==> config.mk <==
export PLATFORM = sky130hd
export DESIGN_NAME = dbg_cmd_engine
export DESIGN_NICKNAME = d
export VERILOG_FILES = /design/src/rtl/dbg_pkg.sv /design/src/rtl/dbg_host_rx.sv /design/src/rtl/dbg_steal_arb.sv /design/src/rtl/dbg_bus_exec.sv /design/src/rtl/dbg_cmd_engine.sv
export SDC_FILE = /design/constraint.sdc
export NUM_CORES = 1
export LEC_CHECK = 0
export CELL_PAD_IN_SITES_DETAIL_PLACEMENT = 1
export CELL_PAD_IN_SITES_GLOBAL_PLACEMENT = 1
export CORE_MARGIN = 4
export CORE_UTILIZATION = 38
export DETAILED_ROUTE_END_ITERATION = 8
export PLACE_DENSITY_LB_ADDON = 0.1
export SYNTH_ARGS = -nofsm -noshare
export SYNTH_HDL_FRONTEND = slang
export SYNTH_HIERARCHICAL = 1
export SYNTH_SLANG_ARGS = --single-unit
==> constraint.sdc <==
create_clock -name clk -period 4.5 [get_ports clk]
set_input_delay 0.9 -clock clk [delete_from_list [all_inputs] [get_ports clk]]
set_output_delay 0.9 -clock clk [all_outputs]
set_load 0.1 [all_outputs]
==> src/rtl/dbg_pkg.sv <==
package dbg_pkg;
  localparam logic [7:0] OP_RD_BYTE = 8'hE0;
  localparam logic [7:0] OP_RD_WORD = 8'hE8;
  localparam logic [7:0] OP_WR_BYTE = 8'hC0;
  localparam logic [7:0] OP_WR_WORD = 8'hC8;

  typedef struct packed {
    logic is_write;
    logic is_word;
  } cmd_kind_t;

  function automatic logic op_known(input logic [7:0] op);
    return (op == OP_RD_BYTE) || (op == OP_RD_WORD) ||
           (op == OP_WR_BYTE) || (op == OP_WR_WORD);
  endfunction

  function automatic cmd_kind_t op_kind(input logic [7:0] op);
    cmd_kind_t k;
    k.is_write = (op == OP_WR_BYTE) || (op == OP_WR_WORD);
    k.is_word  = (op == OP_RD_WORD) || (op == OP_WR_WORD);
    return k;
  endfunction
endpackage

==> src/rtl/dbg_host_rx.sv <==
module dbg_host_rx
  import dbg_pkg::*;
#(
  parameter int ADDR_W = 16,
  parameter int DATA_W = 16
) (
  input  logic              clk,
  input  logic              rst,
  input  logic              in_valid,
  input  logic [7:0]        in_byte,
  output logic              in_ready,
  input  logic              exec_done,
  output logic              cmd_go,
  output logic              cmd_write,
  output logic              cmd_word,
  output logic [ADDR_W-1:0] cmd_addr,
  output logic [DATA_W-1:0] cmd_data
);
  localparam int ADDR_BYTES = ADDR_W / 8;
  localparam int DATA_BYTES = DATA_W / 8;
  localparam int MAX_BYTES  = (ADDR_BYTES > DATA_BYTES) ? ADDR_BYTES : DATA_BYTES;
  localparam int CNT_W      = $clog2(MAX_BYTES + 1);

  typedef enum logic [1:0] {RX_OPC, RX_ADDR, RX_DATA, RX_EXEC} rx_state_e;

  rx_state_e        st_q;
  logic [CNT_W-1:0] cnt_q;
  logic             take;
  logic             addr_last;
  logic             data_last;
  cmd_kind_t        kind;

  assign in_ready  = (st_q != RX_EXEC);
  assign take      = in_valid && in_ready;
  assign addr_last = (cnt_q == CNT_W'(ADDR_BYTES - 1));
  assign data_last = (cnt_q == CNT_W'(DATA_BYTES - 1));
  assign kind      = op_kind(in_byte);
  assign cmd_go    = take && (((st_q == RX_ADDR) && addr_last && !cmd_write) ||
                              ((st_q == RX_DATA) && data_last));

  always_ff @(posedge clk) begin
    if (rst) begin
      st_q      <= RX_OPC;
      cnt_q     <= '0;
      cmd_write <= 1'b0;
      cmd_word  <= 1'b0;
      cmd_addr  <= '0;
      cmd_data  <= '0;
    end else begin
      case (st_q)
        RX_OPC: begin
          if (take && op_known(in_byte)) begin
            cmd_write <= kind.is_write;
            cmd_word  <= kind.is_word;
            cnt_q     <= '0;
            st_q      <= RX_ADDR;
          end
        end
        RX_ADDR: begin
          if (take) begin
            cmd_addr <= {cmd_addr[ADDR_W-9:0], in_byte};
            if (addr_last) begin
              cnt_q <= '0;
              st_q  <= cmd_write ? RX_DATA : RX_EXEC;
            end else begin
              cnt_q <= cnt_q + 1'b1;
            end
          end
        end
        RX_DATA: begin
          if (take) begin
            cmd_data <= {cmd_data[DATA_W-9:0], in_byte};
            if (data_last) begin
              cnt_q <= '0;
              st_q  <= RX_EXEC;
            end else begin
              cnt_q <= cnt_q + 1'b1;
            end
          end
        end
        default: begin
          if (exec_done) st_q <= RX_OPC;
        end
      endcase
    end
  end


  bad_opcode_drop_chk: assert property (@(posedge clk) disable iff (rst)
    (st_q == RX_OPC) && take && !op_known(in_byte) |=> (st_q == RX_OPC));


  go_once_chk: assert property (@(posedge clk) disable iff (rst)
    cmd_go |=> !in_ready);
endmodule

==> src/rtl/dbg_steal_arb.sv <==
module dbg_steal_arb #(
  parameter int STEAL_WAIT = 128
) (
  input  logic clk,
  input  logic rst,
  input  logic start,
  input  logic bus_free,
  output logic grant,
  output logic stolen
);
  localparam int WCNT_W = $clog2(STEAL_WAIT + 1);

  logic              armed_q;
  logic [WCNT_W-1:0] wcnt_q;
  logic              limit_hit;

  assign limit_hit = (wcnt_q == WCNT_W'(STEAL_WAIT - 1));

  always_ff @(posedge clk) begin
    if (rst) begin
      armed_q <= 1'b0;
      wcnt_q  <= '0;
      grant   <= 1'b0;
      stolen  <= 1'b0;
    end else begin
      grant  <= 1'b0;
      stolen <= 1'b0;
      if (start) begin
        armed_q <= 1'b1;
        wcnt_q  <= '0;
      end else if (armed_q) begin
        if (bus_free || limit_hit) begin
          armed_q <= 1'b0;
          grant   <= 1'b1;
          stolen  <= !bus_free;
        end else begin
          wcnt_q <= wcnt_q + 1'b1;
        end
      end
    end
  end


  free_grant_chk: assert property (@(posedge clk) disable iff (rst)
    armed_q && bus_free && !start |=> grant && !stolen);


  forced_grant_chk: assert property (@(posedge clk) disable iff (rst)
    armed_q && !bus_free && limit_hit && !start |=> grant && stolen);


  wait_bound_chk: assert property (@(posedge clk) disable iff (rst)
    armed_q |-> wcnt_q < WCNT_W'(STEAL_WAIT));
endmodule

==> src/rtl/dbg_bus_exec.sv <==
module dbg_bus_exec #(
  parameter int ADDR_W = 16,
  parameter int DATA_W = 16
) (
  input  logic                clk,
  input  logic                rst,
  input  logic                grant,
  input  logic                stolen,
  input  logic                cmd_write,
  input  logic                cmd_word,
  input  logic [ADDR_W-1:0]   cmd_addr,
  input  logic [DATA_W-1:0]   cmd_data,
  output logic                bus_en,
  output logic                bus_we,
  output logic [ADDR_W-1:0]   bus_addr,
  output logic [DATA_W/8-1:0] bus_be,
  output logic [DATA_W-1:0]   bus_wdata,
  input  logic [DATA_W-1:0]   bus_rdata,
  output logic                bus_steal,
  output logic [DATA_W-1:0]   result_word,
  output logic                result_valid,
  output logic                exec_done
);
  localparam int LANES = DATA_W / 8;
  localparam int LB    = $clog2(LANES);

  logic [LB-1:0]     lane_off;
  logic [LANES-1:0]  lane_sel;
  logic [DATA_W-1:0] rd_fmt;
  logic [DATA_W-1:0] sel_bits;
  logic              rd_pend_q;

  assign lane_off = cmd_addr[LB-1:0];

  for (genvar i = 0; i < LANES; i++) begin : g_lane
    assign lane_sel[i]          = cmd_word || (lane_off == LB'(LANES - 1 - i));
    assign bus_wdata[i*8 +: 8]  = cmd_word ? cmd_data[i*8 +: 8] : cmd_data[7:0];
    assign rd_fmt[i*8 +: 8]     = lane_sel[i] ? bus_rdata[i*8 +: 8] : 8'h00;
    assign sel_bits[i*8 +: 8]   = {8{lane_sel[i]}};
  end

  assign bus_en    = grant;
  assign bus_we    = cmd_write;
  assign bus_steal = stolen;
  assign bus_be    = lane_sel;
  assign bus_addr  = cmd_word ? {cmd_addr[ADDR_W-1:LB], {LB{1'b0}}} : cmd_addr;
  assign exec_done = (grant && cmd_write) || rd_pend_q;

  always_ff @(posedge clk) begin
    if (rst) begin
      rd_pend_q    <= 1'b0;
      result_word  <= '0;
      result_valid <= 1'b0;
    end else begin
      rd_pend_q    <= grant && !cmd_write;
      result_valid <= rd_pend_q;
      if (rd_pend_q) result_word <= rd_fmt;
    end
  end


  word_align_chk: assert property (@(posedge clk) disable iff (rst)
    bus_en && cmd_word |-> (bus_addr[LB-1:0] == '0) && (&bus_be));


  byte_one_lane_chk: assert property (@(posedge clk) disable iff (rst)
    bus_en && !cmd_word |-> $countones(bus_be) == 1);


  byte_zero_fill_chk: assert property (@(posedge clk) disable iff (rst)
    result_valid && !cmd_word |-> (result_word & ~sel_bits) == '0);


  result_pulse_chk: assert property (@(posedge clk) disable iff (rst)
    result_valid |=> !result_valid);
endmodule

==> src/rtl/dbg_cmd_engine.sv <==
module dbg_cmd_engine #(
  parameter int ADDR_W     = 16,
  parameter int DATA_W     = 16,
  parameter int STEAL_WAIT = 128,
  parameter int DEADLINE   = 150
) (
  input  logic                clk,
  input  logic                rst,
  input  logic                host_valid,
  input  logic [7:0]          host_byte,
  output logic                host_ready,
  input  logic                bus_free,
  output logic                bus_en,
  output logic                bus_we,
  output logic [ADDR_W-1:0]   bus_addr,
  output logic [DATA_W/8-1:0] bus_be,
  output logic [DATA_W-1:0]   bus_wdata,
  input  logic [DATA_W-1:0]   bus_rdata,
  output logic                bus_steal,
  output logic [DATA_W-1:0]   result_word,
  output logic                result_valid
);
  localparam int LAT_W = $clog2(DEADLINE + 2);

  logic              cmd_go;
  logic              cmd_write;
  logic              cmd_word;
  logic [ADDR_W-1:0] cmd_addr;
  logic [DATA_W-1:0] cmd_data;
  logic              exec_done;
  logic              grant;
  logic              stolen;

  dbg_host_rx #(.ADDR_W(ADDR_W), .DATA_W(DATA_W)) u_rx (
    .clk       (clk),
    .rst       (rst),
    .in_valid  (host_valid),
    .in_byte   (host_byte),
    .in_ready  (host_ready),
    .exec_done (exec_done),
    .cmd_go    (cmd_go),
    .cmd_write (cmd_write),
    .cmd_word  (cmd_word),
    .cmd_addr  (cmd_addr),
    .cmd_data  (cmd_data)
  );

  dbg_steal_arb #(.STEAL_WAIT(STEAL_WAIT)) u_arb (
    .clk      (clk),
    .rst      (rst),
    .start    (cmd_go),
    .bus_free (bus_free),
    .grant    (grant),
    .stolen   (stolen)
  );

  dbg_bus_exec #(.ADDR_W(ADDR_W), .DATA_W(DATA_W)) u_exec (
    .clk          (clk),
    .rst          (rst),
    .grant        (grant),
    .stolen       (stolen),
    .cmd_write    (cmd_write),
    .cmd_word     (cmd_word),
    .cmd_addr     (cmd_addr),
    .cmd_data     (cmd_data),
    .bus_en       (bus_en),
    .bus_we       (bus_we),
    .bus_addr     (bus_addr),
    .bus_be       (bus_be),
    .bus_wdata    (bus_wdata),
    .bus_rdata    (bus_rdata),
    .bus_steal    (bus_steal),
    .result_word  (result_word),
    .result_valid (result_valid),
    .exec_done    (exec_done)
  );

  logic             lat_on_q;
  logic [LAT_W-1:0] lat_q;

  always_ff @(posedge clk) begin
    if (rst) begin
      lat_on_q <= 1'b0;
      lat_q    <= '0;
    end else if (cmd_go) begin
      lat_on_q <= 1'b1;
      lat_q    <= '0;
    end else if (lat_on_q) begin
      if (exec_done) lat_on_q <= 1'b0;
      else           lat_q    <= lat_q + 1'b1;
    end
  end


  deadline_chk: assert property (@(posedge clk) disable iff (rst)
    lat_on_q |-> lat_q < LAT_W'(DEADLINE));


  closed_during_access_chk: assert property (@(posedge clk) disable iff (rst)
    bus_en |-> !host_ready);
endmodule

==> flow_summary_export.csv <==
group,metric,value,unit
detailed_routing,drt_iter0_drc,69,
sta,hold_viol,0,
sta,post-route-min-period,3610,ps
sta,whs,454,ps
sta,layout_setup_ws,888,ps
layout,nets,441,
power,power_density,319,mW/mm2
yosys,synth_seq_area_share,43.0,%
worst_setup_path,cp.required,3600,ps
detailed_routing,viasPerCell,4.89,
clocking,cts_buffers,9,
sta,max_slew_margin,26.0,%
yosys,synth_edf_count,0,
yosys,netlist_area,0.00312,mm2
floorplanning,core_region_area,0.00785,mm2
yosys,syn-num-nets,392,
clocking,cts-hold-fix-buffers,0,
yosys,synth_compound_area_share,12.5,%
placed_design,dp.cells,498,
detailed_routing,drt-wirelength-per-cell,14.8,um
yosys,synthCells,358,
placed_design,hpwl,5.51,mm
clocking,post_cts_buffers,0,
global_route,antenna_found_initial,0,
detailed_routing,wirelength,7.62,mm
yosys,avgSynthCellArea,8.72,um2
layout,drive_gt1_share,12.6,%
worst_setup_path,arrival,2710,ps
yosys,yosys.area_share.adder,2.41,%
worst_setup_path,startpoint_type,"flip-flop",
yosys,ys.flop_type,"dfxtp_1",
global_route,grt_pass1_vias,2562,
yosys,yosysUniqueCellTypes,45,
floorplanning,die_h,98.6,um
sta,tightest_slew,1110,ps
clocking,cts_resized,0,
yosys,yosys_warnings,6,
worst_setup_path,reg2reg_slack,2340,ps
global_route,grt_pass1_wl,12.7,mm
yosys,synth-xor-area-share,1.12,%
yosys,synthMuxAreaShare,4.81,%
clocking,ctsLongestPathBuffers,2,
placed_design,port_buffers,82,
yosys,yosysTopAreaCellShare,43.0,%
worst_setup_path,critPathMaxFanout,11,
worst_setup_path,path_class,"reg2out",
sta,tns,0,ps
detailed_routing,drc_errors,0,
sta,finalSetupViolCount,0,
yosys,async_flop_share,0,%
clocking,insertion_delay,340,ps
worst_setup_path,crit_slowest_cell,"clkdlybuf4s50_1",
worst_setup_path,crit_end,"bus_be[0]",
layout,fin_cells,514,
worst_hold_path,whs_path_depth,2,
floorplanning,die_x,98.6,um
layout,antenna-diode-count,0,
detailed_routing,postRouteAntennaNets,0,
worst_setup_path,worst_setup_path_startpoint,"u_rx/cmd_word",
worst_setup_path,timing.critical_path.slowest_cell_delay,1240,ps
sta,slew_viol_final,0,
worst_setup_path,cp-end-kind,"output port",
clocking,cts.htree.levels,3,
yosys,synth_top_family_by_area,"simple AND/OR/NAND/NOR gates",
detailed_routing,vias,2515,
floorplanning,start_util,39.8,%
worst_setup_path,crit_chain,"or2_1, clkdlybuf4s50_1",
placed_design,gp_congestion,0.780,
floorplanning,rows,32,
worst_setup_path,reg2reg_to,"u_arb/wcnt_q[4]",
sta,rsz0062_at_grt,"no",
sta,skew,8.44,ps
floorplanning,boundaryPins,83,
detailed_routing,drt_first_pass_iters,4,
floorplanning,die_area,0.00973,mm2
worst_setup_path,worstReg2RegStart,"u_rx/st_q[1]",
power,finalPower,1.26,mW
clocking,cts_sinks,67,
power,peakVddDrop,0.000134,V
yosys,synth_seq_cells,67,
yosys,ys_top_cells_by_area,"dfxtp_1 (43%), nand2_1 (8.8%), a21oi_1 (7.2%), buf_4 (7.2%), nand2b_1 (3.8%)",
yosys,synth_most_common_cell,"nand2_1",
worst_setup_path,r2r_cells,7,
sta,period_share,80.3,%
global_route,gr-total-overflow,0,
power,p_leak,1.32,nW
clocking,cts_root_buf,"clkbuf_8",
global_route,grt_max_degree,36,
clocking,clkTransAtPathRegs,80,ps
clocking,cts_tree,"built",
placed_design,dp_worst_setup_slack,1210,ps
layout,area_growth,26.7,%
status,outcome,"completed",
job,max_cap_viol_count,0,
global_route,track_usage,16.1,%
yosys,synth_top_cell_by_area,"dfxtp_1",
worst_hold_path,hold_class,"reg2reg",
yosys,ys_top_cells_by_count,"nand2_1 (73), dfxtp_1 (67), a21oi_1 (45)",
yosys,yosys.area_share.simple,24.7,%
sta,max_freq,277,MHz
-- per-layer routing --
metal / vias to the layer above / GRT usage (%) / part of all wire [%]
met3: 6 / 4.67 / 4.2
met4: 0 / 5.25 / 1.0
met2: 49 / 26.8 / 48
met5: - / 0 / 0
met1: 1203 / 19.9 / 47
li1: 1257 / - / -
-- cell usage in the layout (no fill, tap or decap), types with 3 or more instances in the layout --
cell type         n
clkinvlp_4        3
o211ai_1          3
ha_1              6
nand3_1          12
clkdlybuf4s50_1  81
dfxtp_1          67
nand2b_1         19
nand2_1          73
mux2i_1           6
clkinv_4          3
xor2_1            3
mux2_2            8
nor2_1           12
clkbuf_8          9
nand3_2           8
a21oi_2           8
inv_1            10
a21oi_1          45
-- where the power goes --
group | leakage (nW) | internal (mW) | switching (mW)
clock | 0.0916 | 0.258 | 0.248
combinational | 0.690 | 0.0526 | 0.0976
sequential | 0.540 | 0.599 | 0.00651
total | 1.32 | 0.909 | 0.352
-- metrics by stage --
step                      area (um2)  util (%)
after CTS                       3960      50.4
after floorplan                 3120         -
final                           3960      50.4
after global routing            3960      50.4
after global placement          3750      47.8
after detailed placement        3750      47.8
-- layout make-up --
type / instances / area (um2)
Clock buffer: 9 / 124
Clock inverter: 7 / 78.8
Fill cell: 952 / 3890
Inverter: 10 / 37.5
Multi-Input combinational cell: 236 / 1420
Sequential cell: 67 / 1340
Tap cell: 102 / 128
Timing Repair Buffer: 83 / 823
-- how the worst min path moves through the flow --
stage                                 start                end
after detailed placement  u_rx/cmd_data[12]  u_rx/cmd_data[12]
after CTS                 u_rx/cmd_data[12]  u_rx/cmd_data[12]
after floorplan               u_rx/cnt_q[1]      u_rx/cnt_q[1]
final                     u_rx/cmd_data[10]  u_rx/cmd_data[10]
after global placement    u_rx/cmd_data[10]  u_rx/cmd_data[10]
after global routing      u_rx/cmd_data[14]  u_rx/cmd_data[14]
-- critical path: cells and delay by family (launching register included) --
family / cells / cell delay, ps
flops: 1 / 630
simple gates: 1 / 490
buf+inv: 1 / 1240
-- kinds of logic (layout without fill, tap and decap cells) --
family / after synthesis / after routing
multiplexers: 14 / 14
buffers and inverters: 55 / 109
AO/OA/AOI/OAI: 65 / 65
flip-flops: 67 / 67
adder cells (fa/ha/maj): 6 / 6
AND/OR/NAND/NOR: 147 / 147
XOR/XNOR: 4 / 4
-- flip-flops by register name, summed over array words and instances, names as in the netlist --
signal               cells
u_arb/grant              1
u_arb/wcnt_q             8
u_exec/result_word      16
u_rx/st_q                2
u_rx/cnt_q               2
u_arb/armed_q            1
u_rx/cmd_write           1
u_arb/stolen             1
u_rx/cmd_addr           16
u_rx/cmd_word            1
u_rx/cmd_data           16
u_exec/result_valid      1
u_exec/rd_pend_q         1
(Power assumes the default switching activity.)
